===== config.mk =====
export PLATFORM = sky130hd
export DESIGN_NAME = step_walker
export DESIGN_NICKNAME = d
export VERILOG_FILES = /design/src/rtl/walker_pkg.sv /design/src/rtl/walker_row_unpack.sv /design/src/rtl/walker_prog_reg.sv /design/src/rtl/walker_seq.sv /design/src/rtl/step_walker.sv
export SDC_FILE = /design/constraint.sdc
export NUM_CORES = 1
export LEC_CHECK = 0
export ABC_CLOCK_PERIOD_IN_PS = 2000
export BUFFER_PORTS_ARGS = -buffer_cell sky130_fd_sc_hd__buf_2
export CAP_MARGIN = 20
export CELL_PAD_IN_SITES_DETAIL_PLACEMENT = 0
export CELL_PAD_IN_SITES_GLOBAL_PLACEMENT = 2
export CORE_ASPECT_RATIO = 0.8
export CORE_MARGIN = 3
export CORE_UTILIZATION = 34
export CTS_CLUSTER_DIAMETER = 30
export DETAILED_ROUTE_END_ITERATION = 8
export PLACE_DENSITY_LB_ADDON = 0.3
export RECOVER_POWER = 25
export SLEW_MARGIN = 20
export SYNTH_ARGS = -nofsm -noshare
export SYNTH_HDL_FRONTEND = slang
export SYNTH_HIERARCHICAL = 1
export SYNTH_SLANG_ARGS = --single-unit

===== constraint.sdc =====
create_clock -name clk -period 2 [get_ports clk]
set_input_delay 0 -clock clk [delete_from_list [all_inputs] [get_ports clk]]
set_output_delay 0 -clock clk [all_outputs]
set_load 0.01 [all_outputs]

===== src/rtl/walker_pkg.sv =====
package walker_pkg;
  localparam int ROW_W      = 128;
  localparam int NIB_W      = 4;
  localparam int NIBS_STEP  = 3;
  localparam int STEP_W     = NIB_W * NIBS_STEP;
  localparam int NUM_STEPS  = 4;
  localparam int IDX_W      = $clog2(NUM_STEPS);
  localparam int CNT_W      = 8;
  localparam int CNT_LO_LSB = 48;
  localparam int CNT_HI_LSB = 56;
  localparam int PAY_LSB    = 64;
  localparam int PAY_W      = 48;

  typedef struct packed {
    logic [NUM_STEPS-1:0][STEP_W-1:0] bodies;
    logic [CNT_W-1:0]                 count;
    logic [PAY_W-1:0]                 payload;
  } prog_t;

  // Nibbles are contiguous little-endian, so step k is one 12-bit slice.
  function automatic logic [STEP_W-1:0] step_body(input logic [ROW_W-1:0] row, input int k);
    return row[k*STEP_W +: STEP_W];
  endfunction

  function automatic logic [CNT_W-1:0] rep_count(input logic [ROW_W-1:0] row);
    logic [CNT_W-1:0] hi;
    hi = row[CNT_HI_LSB +: CNT_W];
    return (hi != '0) ? hi : row[CNT_LO_LSB +: CNT_W];
  endfunction

  function automatic logic [PAY_W-1:0] loop_payload(input logic [ROW_W-1:0] row);
    return row[PAY_LSB +: PAY_W];
  endfunction
endpackage


===== src/rtl/walker_row_unpack.sv =====
module walker_row_unpack
  import walker_pkg::*;
(
  input  logic [ROW_W-1:0] row_i,
  output prog_t            prog_o
);
  for (genvar k = 0; k < NUM_STEPS; k++) begin : g_step
    assign prog_o.bodies[k] = step_body(row_i, k);
  end
  assign prog_o.count   = rep_count(row_i);
  assign prog_o.payload = loop_payload(row_i);
endmodule


===== src/rtl/walker_prog_reg.sv =====
module walker_prog_reg
  import walker_pkg::*;
(
  input  logic  clk,
  input  logic  rst_n,
  input  logic  load_i,
  input  prog_t prog_i,
  output prog_t prog_o
);
  always_ff @(posedge clk or negedge rst_n) begin
    if (!rst_n)      prog_o <= '0;
    else if (load_i) prog_o <= prog_i;
  end
endmodule


===== src/rtl/walker_seq.sv =====
module walker_seq
  import walker_pkg::*;
(
  input  logic             clk,
  input  logic             rst_n,
  input  logic             start_i,
  input  logic             ready_i,
  input  logic [CNT_W-1:0] count_i,
  output logic             valid_o,
  output logic             done_o,
  output logic             accept_o,
  output logic             last_hs_o,
  output logic [IDX_W-1:0] idx_o
);
  typedef enum logic [1:0] {S_IDLE, S_RUN, S_DONE} state_t;
  state_t           state_q;
  logic [CNT_W-1:0] iter_q;
  logic             hs, last_step, last_iter;

  assign valid_o   = (state_q == S_RUN);
  assign done_o    = (state_q == S_DONE);
  assign accept_o  = (state_q == S_IDLE) && start_i;
  assign hs        = valid_o && ready_i;
  assign last_step = (idx_o == IDX_W'(NUM_STEPS - 1));
  assign last_iter = (iter_q == count_i);
  assign last_hs_o = hs && last_step && last_iter;

  always_ff @(posedge clk or negedge rst_n) begin
    if (!rst_n) begin
      state_q <= S_IDLE;
      idx_o   <= '0;
      iter_q  <= '0;
    end else begin
      unique case (state_q)
        S_IDLE: if (start_i) begin
          state_q <= S_RUN;
          idx_o   <= '0;
          iter_q  <= '0;
        end
        S_RUN: if (hs) begin
          if (last_step) begin
            idx_o <= '0;
            if (last_iter) state_q <= S_DONE;
            else           iter_q  <= iter_q + 1'b1;
          end else begin
            idx_o <= idx_o + 1'b1;
          end
        end
        S_DONE:  state_q <= S_IDLE;
        default: state_q <= S_IDLE;
      endcase
    end
  end
endmodule


===== src/rtl/step_walker.sv =====
module step_walker
  import walker_pkg::*;
(
  input  logic              clk,
  input  logic              rst_n,
  input  logic              start_i,
  input  logic [ROW_W-1:0]  row_i,
  input  logic              step_ready_i,
  output logic              step_valid_o,
  output logic [STEP_W-1:0] step_body_o,
  output logic [PAY_W-1:0]  step_payload_o,
  output logic              done_o
);
  prog_t            unpacked_w, prog_w;
  logic             accept_w, last_hs_w;
  logic [IDX_W-1:0] step_idx_w;

  walker_row_unpack u_unpack (.row_i(row_i), .prog_o(unpacked_w));

  walker_prog_reg u_prog (
    .clk(clk), .rst_n(rst_n), .load_i(accept_w),
    .prog_i(unpacked_w), .prog_o(prog_w)
  );

  walker_seq u_seq (
    .clk(clk), .rst_n(rst_n), .start_i(start_i), .ready_i(step_ready_i),
    .count_i(prog_w.count), .valid_o(step_valid_o), .done_o(done_o),
    .accept_o(accept_w), .last_hs_o(last_hs_w), .idx_o(step_idx_w)
  );

  assign step_body_o    = prog_w.bodies[step_idx_w];
  assign step_payload_o = prog_w.payload;
endmodule


==> report_table.html, run 1 <==
<table>
<tr><th>Metric</th><th>Value</th></tr>
<tr><th colspan="2">Setup path</th></tr>
<tr><td>Data arrival, critical path</td><td>1.81 ns</td></tr>
<tr><td>Critical setup path kind</td><td>reg -&gt; out</td></tr>
<tr><td>Worst-path fanout max</td><td>15</td></tr>
<tr><td>Critical Path, Cell by Cell</td><td>buf_4, mux4_1, buf_2</td></tr>
<tr><td>Length in cells of the worst reg-to-reg path</td><td>5</td></tr>
<tr><td>Family with the most delay on the worst path</td><td>multiplexers</td></tr>
<tr><td>Reg-to-reg setup timing slack</td><td>0.21 ns</td></tr>
<tr><td>Number of buffers and inverters on the critical path</td><td>2</td></tr>
<tr><td>R2R Path Start</td><td>u_seq/iter_q[6]</td></tr>
<tr><td>Delay of the slowest cell on the worst path</td><td>0.61 ns</td></tr>
<tr><td>Critical path's slowest cell</td><td>sky130_fd_sc_hd__mux4_1</td></tr>
<tr><td>Endpoint of the worst register-to-register path</td><td>u_seq/iter_q[0]</td></tr>
<tr><td>Crit. End Element</td><td>output port</td></tr>
<tr><td>Worst path required time</td><td>2.00 ns</td></tr>
<tr><td>Type of element launching the critical path</td><td>flip-flop</td></tr>
<tr><th colspan="2">Floorplanning</th></tr>
<tr><td>Placeable core region</td><td>17,430 sq um</td></tr>
<tr><td>Chip height</td><td>125.6 um</td></tr>
<tr><td>Number of ports placed on the die boundary</td><td>194</td></tr>
<tr><td>Width of the die</td><td>155.6 um</td></tr>
<tr><td>Rows</td><td>43</td></tr>
<tr><td>Full die area</td><td>19,540 sq um</td></tr>
<tr><td>Initial standard-cell utilization of the core</td><td>0.3490</td></tr>
<tr><th colspan="2">Place</th></tr>
<tr><td>Pre-CTS worst setup slack</td><td>0.2316 ns</td></tr>
<tr><td>Sum of net half-perimeters after detailed placement</td><td>9.070 mm</td></tr>
<tr><td>Input/output buffers</td><td>177</td></tr>
<tr><td>Final GP Congestion</td><td>0.7949</td></tr>
<tr><td>Cell Count Post-Placement</td><td>742</td></tr>
<tr><th colspan="2">Clock network</th></tr>
<tr><td>Clock H-tree levels</td><td>4</td></tr>
<tr><td>CTS sink count</td><td>116</td></tr>
<tr><td>Clock-pin slew on the worst setup and hold paths</td><td>0.06 ns</td></tr>
<tr><td>Post-CTS Resized</td><td>0</td></tr>
<tr><td>Clock insertion delay at the later pin of the skew report</td><td>0.41 ns</td></tr>
<tr><td>Clk root buf</td><td>sky130_fd_sc_hd__clkbuf_16</td></tr>
<tr><td>TritonCTS clock tree</td><td>done</td></tr>
<tr><td>Number of buffers added by the clock tree synthesis step</td><td>17</td></tr>
<tr><td>CTS Buffer Depth</td><td>2</td></tr>
<tr><th colspan="2">Flow run</th></tr>
<tr><td>MaxCap Viol Count</td><td>0</td></tr>
<tr><th colspan="2">STA</th></tr>
<tr><td>Fmax</td><td>551.4 MHz</td></tr>
<tr><td>Worst setup slack after layout</td><td>0.1863 ns</td></tr>
<tr><td>Remaining max-slew budget at the tightest pin</td><td>0.4883</td></tr>
<tr><td>Setup clock skew after layout</td><td>0.005955 ns</td></tr>
<tr><td>Slew at the pin closest to its max-slew limit</td><td>0.7676 ns</td></tr>
<tr><td>Fin crit period</td><td>1.814 ns</td></tr>
<tr><td>Final setup violating endpoints</td><td>0</td></tr>
<tr><td>RSZ-0062 raised after global routing</td><td>no</td></tr>
<tr><td>Total negative setup slack</td><td>0 ns</td></tr>
<tr><td>Max-slew violation count</td><td>0</td></tr>
<tr><td>Final Hold Fails</td><td>0</td></tr>
<tr><td>Tcrit/Tclk final</td><td>0.9068</td></tr>
<tr><th colspan="2">Yosys</th></tr>
<tr><td>Syn_area_per_cell</td><td>13.83 sq um</td></tr>
<tr><td>Gate count of the mapped netlist</td><td>440</td></tr>
<tr><td>Net Count, Synth</td><td>574</td></tr>
<tr><td>Total number of yosys warnings</td><td>6</td></tr>
<tr><td>Post-Syn Area</td><td>6083 sq um</td></tr>
<tr><th colspan="2">Finish</th></tr>
<tr><td>Net count of the finished layout</td><td>780</td></tr>
<tr><td>Fraction of final layout cells with drive strength greater than 1</td><td>0.5205</td></tr>
<tr><td>Final Non-Filler Cells</td><td>884</td></tr>
<tr><td>Fillers</td><td>1,562</td></tr>
<tr><td>Post-synthesis to final-layout area growth</td><td>35.81%</td></tr>
<tr><td>Antenna Diode Count</td><td>0</td></tr>
<tr><th colspan="2">Detailed routing</th></tr>
<tr><td>First-pass iteration count of the detailed router</td><td>4</td></tr>
<tr><td>Remaining DRCs</td><td>0</td></tr>
<tr><td>DR vias</td><td>3,967</td></tr>
<tr><td>Average wire per cell in the routed design</td><td>14.94 um</td></tr>
<tr><td>Starting DRC count in detailed routing</td><td>144</td></tr>
<tr><td>Detail-routed via count per cell</td><td>4.488</td></tr>
<tr><td>Routed Wire Length</td><td>13.21 mm</td></tr>
<tr><td>Antenna viol nets, final</td><td>0</td></tr>
<tr><th colspan="2">Pwr</th></tr>
<tr><td>Static power due to leakage</td><td>0.003861 uW</td></tr>
<tr><td>IR Drop Worst-Case VDD</td><td>650.5 uV</td></tr>
<tr><td>Post-route total power</td><td>11,680 uW</td></tr>
<tr><td>Pwr Density</td><td>1414 nW/um^2</td></tr>
<tr><th colspan="2">Worst hold path</th></tr>
<tr><td>Source of the worst hold timing path</td><td>row_i[56]</td></tr>
<tr><td>Class of the worst hold path</td><td>in -&gt; reg</td></tr>
<tr><td>Number of cells on the worst hold path</td><td>3</td></tr>
<tr><td>Worst-case hold path end point</td><td>u_prog/prog_o[48]</td></tr>
<tr><th colspan="2">Global route</th></tr>
<tr><td>Largest net degree at the start of global routing</td><td>68</td></tr>
<tr><td>Global-route wire length before repair</td><td>21.87 mm</td></tr>
<tr><td>Total track usage</td><td>0.1399</td></tr>
<tr><td>Initial antenna violation count</td><td>0</td></tr>
<tr><td>Vias in the first global route</td><td>4,357</td></tr>
<tr><td>Remaining Overflow, GRT</td><td>0</td></tr>
<tr><th colspan="2">Status</th></tr>
<tr><td>Outcome</td><td>finished clean</td></tr>
</table>
## placed cells by master, fill, tap and decap left out, drive strengths merged, types with 3 or more instances in the layout
| master | instances |
|---|---|
| xor2 | 8 |
| a41o | 8 |
| nor4 | 6 |
| nand3 | 5 |
| nor2 | 10 |
| nand2 | 12 |
| dlygate4sd3 | 110 |
| clkinv | 8 |
| clkbuf | 20 |
| dfrtp | 116 |
| buf | 186 |
| mux2 | 105 |
| a21oi | 3 |
| a22o | 4 |
| inv | 12 |
| bufinv | 4 |
| mux4 | 12 |
| o21ai | 9 |
## worst max-delay path by stage
| stage | endpoint | start | depth (start not counted) | slack [ns] |
|---|---|---|---|---|
| 2_1_floorplan | u_prog/prog_o[0] | u_seq/state_q[0] | 6 | 0.44 |
| 3_3_place_gp | u_seq/state_q[0] | u_seq/iter_q[6] | 5 | 0.24 |
| 3_5_place_dp | u_prog/prog_o[81] | u_seq/state_q[0] | 5 | 0.23 |
| 4_1_cts | step_body_o[0] | u_seq/idx_o[0] | 3 | 0.13 |
| 5_1_grt | step_body_o[0] | u_seq/idx_o[0] | 3 | 0.06 |
| 6_report | step_body_o[11] | u_seq/idx_o[0] | 3 | 0.19 |
## per-layer routing
| layer | part of all wire | global-route usage | wire [um] | up-vias |
|---|---|---|---|---|
| met5 | 0 | 0 | 0 | - |
| met4 | 0.011 | 0.04478 | 144 | 0 |
| met3 | 0.068 | 0.04603 | 900 | 12 |
| met2 | 0.45 | 0.2155 | 5994 | 132 |
| met1 | 0.47 | 0.1878 | 6171 | 1960 |
| li1 | - | - | - | 1863 |
## final cells by class
cell class                      instances  area, sq um  area share
Clock buffer                           18        429.2     0.05195
Tap cell                              225        281.5     0.03408
Clock inverter                         14        186.4     0.02257
Timing Repair Buffer                  298         2130      0.2578
Sequential cell                       116         2903      0.3514
Multi-Input combinational cell        201         2287      0.2768
Inverter                               12        45.04    0.005452
## report_power, final
group | internal [uW] | switching [uW]
Sequential | 3490 | 636
Combinational | 2680 | 1730
Clock | 2070 | 1080
Total | 8240 | 3440
## worst register-to-register path, cell delays in order (launching register included)
cell and delay [ns]:
sky130_fd_sc_hd__dfrtp_1 0.45, sky130_fd_sc_hd__xor2_1 0.20, sky130_fd_sc_hd__nor4_2 0.40, sky130_fd_sc_hd__nand2_1 0.29, sky130_fd_sc_hd__o21ai_2 0.23, sky130_fd_sc_hd__mux2_2 0.17
## metrics by stage
step | hold WS, ns | instance area (sq um) | util
after floorplan | -0.2956 | 6083 | -
after global placement | -0.03696 | 6550 | 0.3758
after detailed placement | -0.03900 | 6550 | 0.3758
after CTS | 0.0002579 | 8267 | 0.4742
after global routing | 0.03266 | 8262 | 0.4739
final | 0.02091 | 8262 | 0.4739
## flip-flops by register name (all words and copies together) (netlist names)
name	cells
u_seq/idx_o	2
u_prog/prog_o	104
u_seq/state_q	2
u_seq/iter_q	8
## timing repair
item | 4_1_cts | 5_1_grt
buffers inserted | 0 | 0
hold buffers | 110 | 0
hold endpoints to repair | 222 | 0
(Power assumes the default switching activity.)
==> run 2, diff against run 1 <==
--- a/config.mk
+++ b/config.mk
@@ -5,6 +5,7 @@
 export SDC_FILE = /design/constraint.sdc
 export NUM_CORES = 1
 export LEC_CHECK = 0
+export ABC_AREA = 1
 export ABC_CLOCK_PERIOD_IN_PS = 2000
 export BUFFER_PORTS_ARGS = -buffer_cell sky130_fd_sc_hd__buf_2
 export CAP_MARGIN = 20
@@ -12,7 +13,7 @@
 export CELL_PAD_IN_SITES_GLOBAL_PLACEMENT = 2
 export CORE_ASPECT_RATIO = 0.8
 export CORE_MARGIN = 3
-export CORE_UTILIZATION = 34
+export CORE_UTILIZATION = 28
 export CTS_CLUSTER_DIAMETER = 30
 export DETAILED_ROUTE_END_ITERATION = 8
 export PLACE_DENSITY_LB_ADDON = 0.3
==> run 2 against run 1 <==
  * Largest power group unchanged
  * The flow now finishes with violations (capacitance limit, slew limit)
  * Non-clock buffer count is 2 higher
  * Sequential share of layout area is 0.81 points lower
  * Fmax increased by 3.6%
  * Critical endpoint is now step_body_o[0]
==> report_table.html, run 2 <==
<table>
<tr><th>Metric</th><th>Value</th></tr>
<tr><th colspan="2">Status</th></tr>
<tr><td>Outcome</td><td>finished with violations</td></tr>
<tr><td>Violations in the final reports</td><td>capacitance limit, slew limit</td></tr>
<tr><th colspan="2">Pwr</th></tr>
<tr><td>Part of the total power dissipated in sequential elements</td><td>0.347 (-0.006)</td></tr>
<tr><td>Internal power consumption</td><td>7084 uW (-14%)</td></tr>
<tr><td>Proportion of power drawn by the clock network</td><td>0.274 (+0.004)</td></tr>
<tr><td>Static power due to leakage</td><td>0.004706 uW (+22%)</td></tr>
<tr><td>IR Drop Worst-Case VDD</td><td>519.2 uV (-20%)</td></tr>
<tr><td>Net switching power figure</td><td>4408 uW (+28%)</td></tr>
<tr><td>Gate power share</td><td>0.379 (+0.002)</td></tr>
<tr><td>Pwr Density</td><td>1359 nW/um^2 (-3.9%)</td></tr>
<tr><td>Switching power share of the total</td><td>0.3836 (+0.08909)</td></tr>
<tr><th colspan="2">Clock network</th></tr>
<tr><td>CTS sink count</td><td>116 (unchanged)</td></tr>
<tr><td>TritonCTS clock tree</td><td>done</td></tr>
<tr><td>Clock H-tree levels</td><td>4 (unchanged)</td></tr>
<tr><td>CTS Buffer Depth</td><td>2 (unchanged)</td></tr>
<tr><td>Clock insertion delay at the later pin of the skew report</td><td>0.41 ns (about the same)</td></tr>
<tr><td>Clk root buf</td><td>sky130_fd_sc_hd__clkbuf_16</td></tr>
<tr><td>Number of buffers added by the clock tree synthesis step</td><td>17 (unchanged)</td></tr>
<tr><td>Clock-pin slew on the worst setup and hold paths</td><td>0.06 ns (about the same)</td></tr>
<tr><th colspan="2">Detailed routing</th></tr>
<tr><td>Starting DRC count in detailed routing</td><td>310 (+120%)</td></tr>
<tr><td>Average wire per cell in the routed design</td><td>12.67 um (-15%)</td></tr>
<tr><td>Remaining DRCs</td><td>0 (unchanged)</td></tr>
<tr><td>First-pass iteration count of the detailed router</td><td>4 (unchanged)</td></tr>
<tr><td>Routed Wire Length</td><td>17.02 mm (+29%)</td></tr>
<tr><td>Detail-routed via count per cell</td><td>3.942 (-12%)</td></tr>
<tr><td>Antenna viol nets, final</td><td>0 (unchanged)</td></tr>
<tr><td>DR vias</td><td>5,298 (+34%)</td></tr>
<tr><th colspan="2">Floorplanning</th></tr>
<tr><td>Full die area</td><td>24,200 sq um (+24%)</td></tr>
<tr><td>Placeable core region</td><td>21,740 sq um (+25%)</td></tr>
<tr><td>Width of the die</td><td>173.2 um (+11%)</td></tr>
<tr><td>Initial standard-cell utilization of the core</td><td>0.2880 (-0.06100)</td></tr>
<tr><td>Number of ports placed on the die boundary</td><td>194 (unchanged)</td></tr>
<tr><td>Rows</td><td>48 (+12%)</td></tr>
<tr><td>Chip height</td><td>139.8 um (+11%)</td></tr>
<tr><th colspan="2">Setup path</th></tr>
<tr><td>R2R Path Start</td><td>u_seq/state_q[0]</td></tr>
<tr><td>Worst path required time</td><td>2.00 ns (about the same)</td></tr>
<tr><td>Critical setup path kind</td><td>reg -&gt; out</td></tr>
<tr><td>Critical path startpoint</td><td>u_seq/idx_o[0]</td></tr>
<tr><td>Data arrival, critical path</td><td>1.75 ns (-0.06 ns)</td></tr>
<tr><td>Crit. End Element</td><td>output port</td></tr>
<tr><td>Type of element launching the critical path</td><td>flip-flop</td></tr>
<tr><td>Worst-path fanout max</td><td>27 (+12)</td></tr>
<tr><th colspan="2">STA</th></tr>
<tr><td>Max-slew violation count</td><td>117 (+117)</td></tr>
<tr><td>Slew at the pin closest to its max-slew limit</td><td>1.541 ns (+0.7733 ns)</td></tr>
<tr><td>Final Hold Fails</td><td>0 (unchanged)</td></tr>
<tr><td>Fin crit period</td><td>1.750 ns (-0.06323 ns)</td></tr>
<tr><td>Remaining max-slew budget at the tightest pin</td><td>-0.02725 (-0.5155)</td></tr>
<tr><td>Setup clock skew after layout</td><td>0.008716 ns (+0.002760 ns)</td></tr>
<tr><td>Total negative setup slack</td><td>0 ns (unchanged)</td></tr>
<tr><td>Fmax</td><td>571.3 MHz (+3.6%)</td></tr>
<tr><td>Tcrit/Tclk final</td><td>0.8752 (-0.03162)</td></tr>
<tr><td>Worst setup slack after layout</td><td>0.2496 ns (+0.06323 ns)</td></tr>
<tr><td>RSZ-0062 raised after global routing</td><td>no</td></tr>
<tr><td>Final setup violating endpoints</td><td>0 (unchanged)</td></tr>
<tr><th colspan="2">Finish</th></tr>
<tr><td>Fillers</td><td>2,334 (+49%)</td></tr>
<tr><td>Most common library cell in the layout ignoring fill and taps</td><td>sky130_fd_sc_hd__nand2_1</td></tr>
<tr><td>Post-synthesis to final-layout area growth</td><td>35.05%</td></tr>
<tr><td>Largest registers</td><td>u_prog/prog_o: 104 flops, u_seq/iter_q: 8 flops</td></tr>
<tr><td>Register name with the most flops</td><td>u_prog/prog_o</td></tr>
<tr><td>Most frequent cells in the layout</td><td>sky130_fd_sc_hd__nand2_1 (430), sky130_fd_sc_hd__buf_2 (176), sky130_fd_sc_hd__dfrtp_1 (116)</td></tr>
<tr><td>Net count of the finished layout</td><td>1,160 (+49%)</td></tr>
<tr><td>Max reg flops</td><td>104 (unchanged)</td></tr>
<tr><td>Fraction of final layout cells with drive strength greater than 1</td><td>0.2271 (-0.2933)</td></tr>
<tr><th colspan="2">Place</th></tr>
<tr><td>Final GP Congestion</td><td>0.7311 (-8.0%)</td></tr>
<tr><td>Sum of net half-perimeters after detailed placement</td><td>11.25 mm (+24%)</td></tr>
<tr><td>Pre-CTS worst setup slack</td><td>0.4228 ns (+0.1912 ns)</td></tr>
<tr><td>Input/output buffers</td><td>177 (unchanged)</td></tr>
<tr><th colspan="2">Yosys</th></tr>
<tr><td>Total number of yosys warnings</td><td>6 (unchanged)</td></tr>
<tr><td>Gate count of the mapped netlist</td><td>834 (+90%)</td></tr>
<tr><td>Post-Syn Area</td><td>6261 sq um (+2.9%)</td></tr>
<tr><td>Net Count, Synth</td><td>968 (+69%)</td></tr>
<tr><td>Syn_area_per_cell</td><td>7.507 sq um (-46%)</td></tr>
<tr><th colspan="2">Global route</th></tr>
<tr><td>Largest net degree at the start of global routing</td><td>117 (+72%)</td></tr>
<tr><td>Vias in the first global route</td><td>5,311 (+22%)</td></tr>
<tr><td>Global-route wire length before repair</td><td>28.01 mm (+28%)</td></tr>
<tr><td>Remaining Overflow, GRT</td><td>0 (unchanged)</td></tr>
<tr><td>Total track usage</td><td>0.1447 (+0.004799)</td></tr>
<tr><td>Initial antenna violation count</td><td>6 (+6)</td></tr>
<tr><th colspan="2">Worst hold path</th></tr>
<tr><td>Source of the worst hold timing path</td><td>row_i[109]</td></tr>
<tr><td>Class of the worst hold path</td><td>in -&gt; reg</td></tr>
<tr><th colspan="2">Flow run</th></tr>
<tr><td>MaxCap Viol Count</td><td>1 (+1)</td></tr>
</table>
-- run 2: repair_timing --
action | in CTS | in global routing
hold endpoints to repair | 224 | 0
endpoints found under the setup margin | 0 | 0
setup buffers | 0 | 0
resized for setup | 0 | 0
hold buffers | 115 | 0
-- run 2: final cells by class --
| type | instances | area (sq um) | area share |
|---|---|---|---|
| inverters | 77 | 296.5 | 0.03507 |
| diodes | 5 | 12.51 | 0.001480 |
| well taps | 300 | 375.4 | 0.04439 |
| clock buffers | 18 | 429.2 | 0.05075 |
| flip-flops and latches | 116 | 2903 | 0.3433 |
| multi-input cells | 514 | 2111 | 0.2496 |
| clock inverters | 14 | 178.9 | 0.02116 |
| repair buffers | 300 | 2150 | 0.2542 |
-- run 2: worst paths after layout --
path	to	cells past startpoint	slack (ns)
worst max-delay path	step_body_o[0]	6	0.25
worst min-delay path	u_prog/prog_o[45]	4	0.32
worst max register to register	u_prog/prog_o[19]	7	0.44
worst min register to register	u_prog/prog_o[37]	2	0.46
max in group asynchronous	u_prog/prog_o[41]	3	0.39
min in group asynchronous	u_seq/iter_q[0]	3	0.63
-- run 2: power groups by stage --
stage	logic, uW	clock network, uW	registers (uW)
after global placement	4300	0	4010
after detailed placement	4310	0	4010
after floorplan	2720	0	4150
after CTS	4490	3260	4000
final	4360	3140	3990
after global routing	5050	3380	4130
-- run 2: worst max-delay path, cell delays in order (launching register included) --
cell                      delay (ns)
sky130_fd_sc_hd__dfrtp_1        0.35
sky130_fd_sc_hd__buf_4          0.33
sky130_fd_sc_hd__inv_6          0.17
sky130_fd_sc_hd__nand2_1        0.12
sky130_fd_sc_hd__nand3_1        0.07
sky130_fd_sc_hd__nand2_1        0.14
sky130_fd_sc_hd__buf_2          0.15
-- run 2: layer usage --
metal / global-route usage / wire (um) / part of all wire / vias to the layer above
li1: - / - / - / 2790
met1: 0.1991 / 8562 / 0.50 / 2353
met2: 0.2149 / 7117 / 0.42 / 141
met3: 0.05401 / 1184 / 0.070 / 12
met4: 0.03710 / 146 / 0.0086 / 2
met5: 0 / 13 / 0.00076 / -
-- run 2: metrics by stage --
stage            util  power, uW  instances  area [sq um]  hold WS [ns]
2_1_floorplan       -       6872        834          6261       -0.2956
3_3_place_gp   0.3080       8308       1192          6696        0.1762
3_5_place_dp   0.3080       8323       1192          6696        0.1669
4_1_cts        0.3889      11760       1339          8456        0.2721
5_1_grt        0.3889      12570       1344          8456        0.3069
6_report       0.3889      11490       1344          8456        0.3182
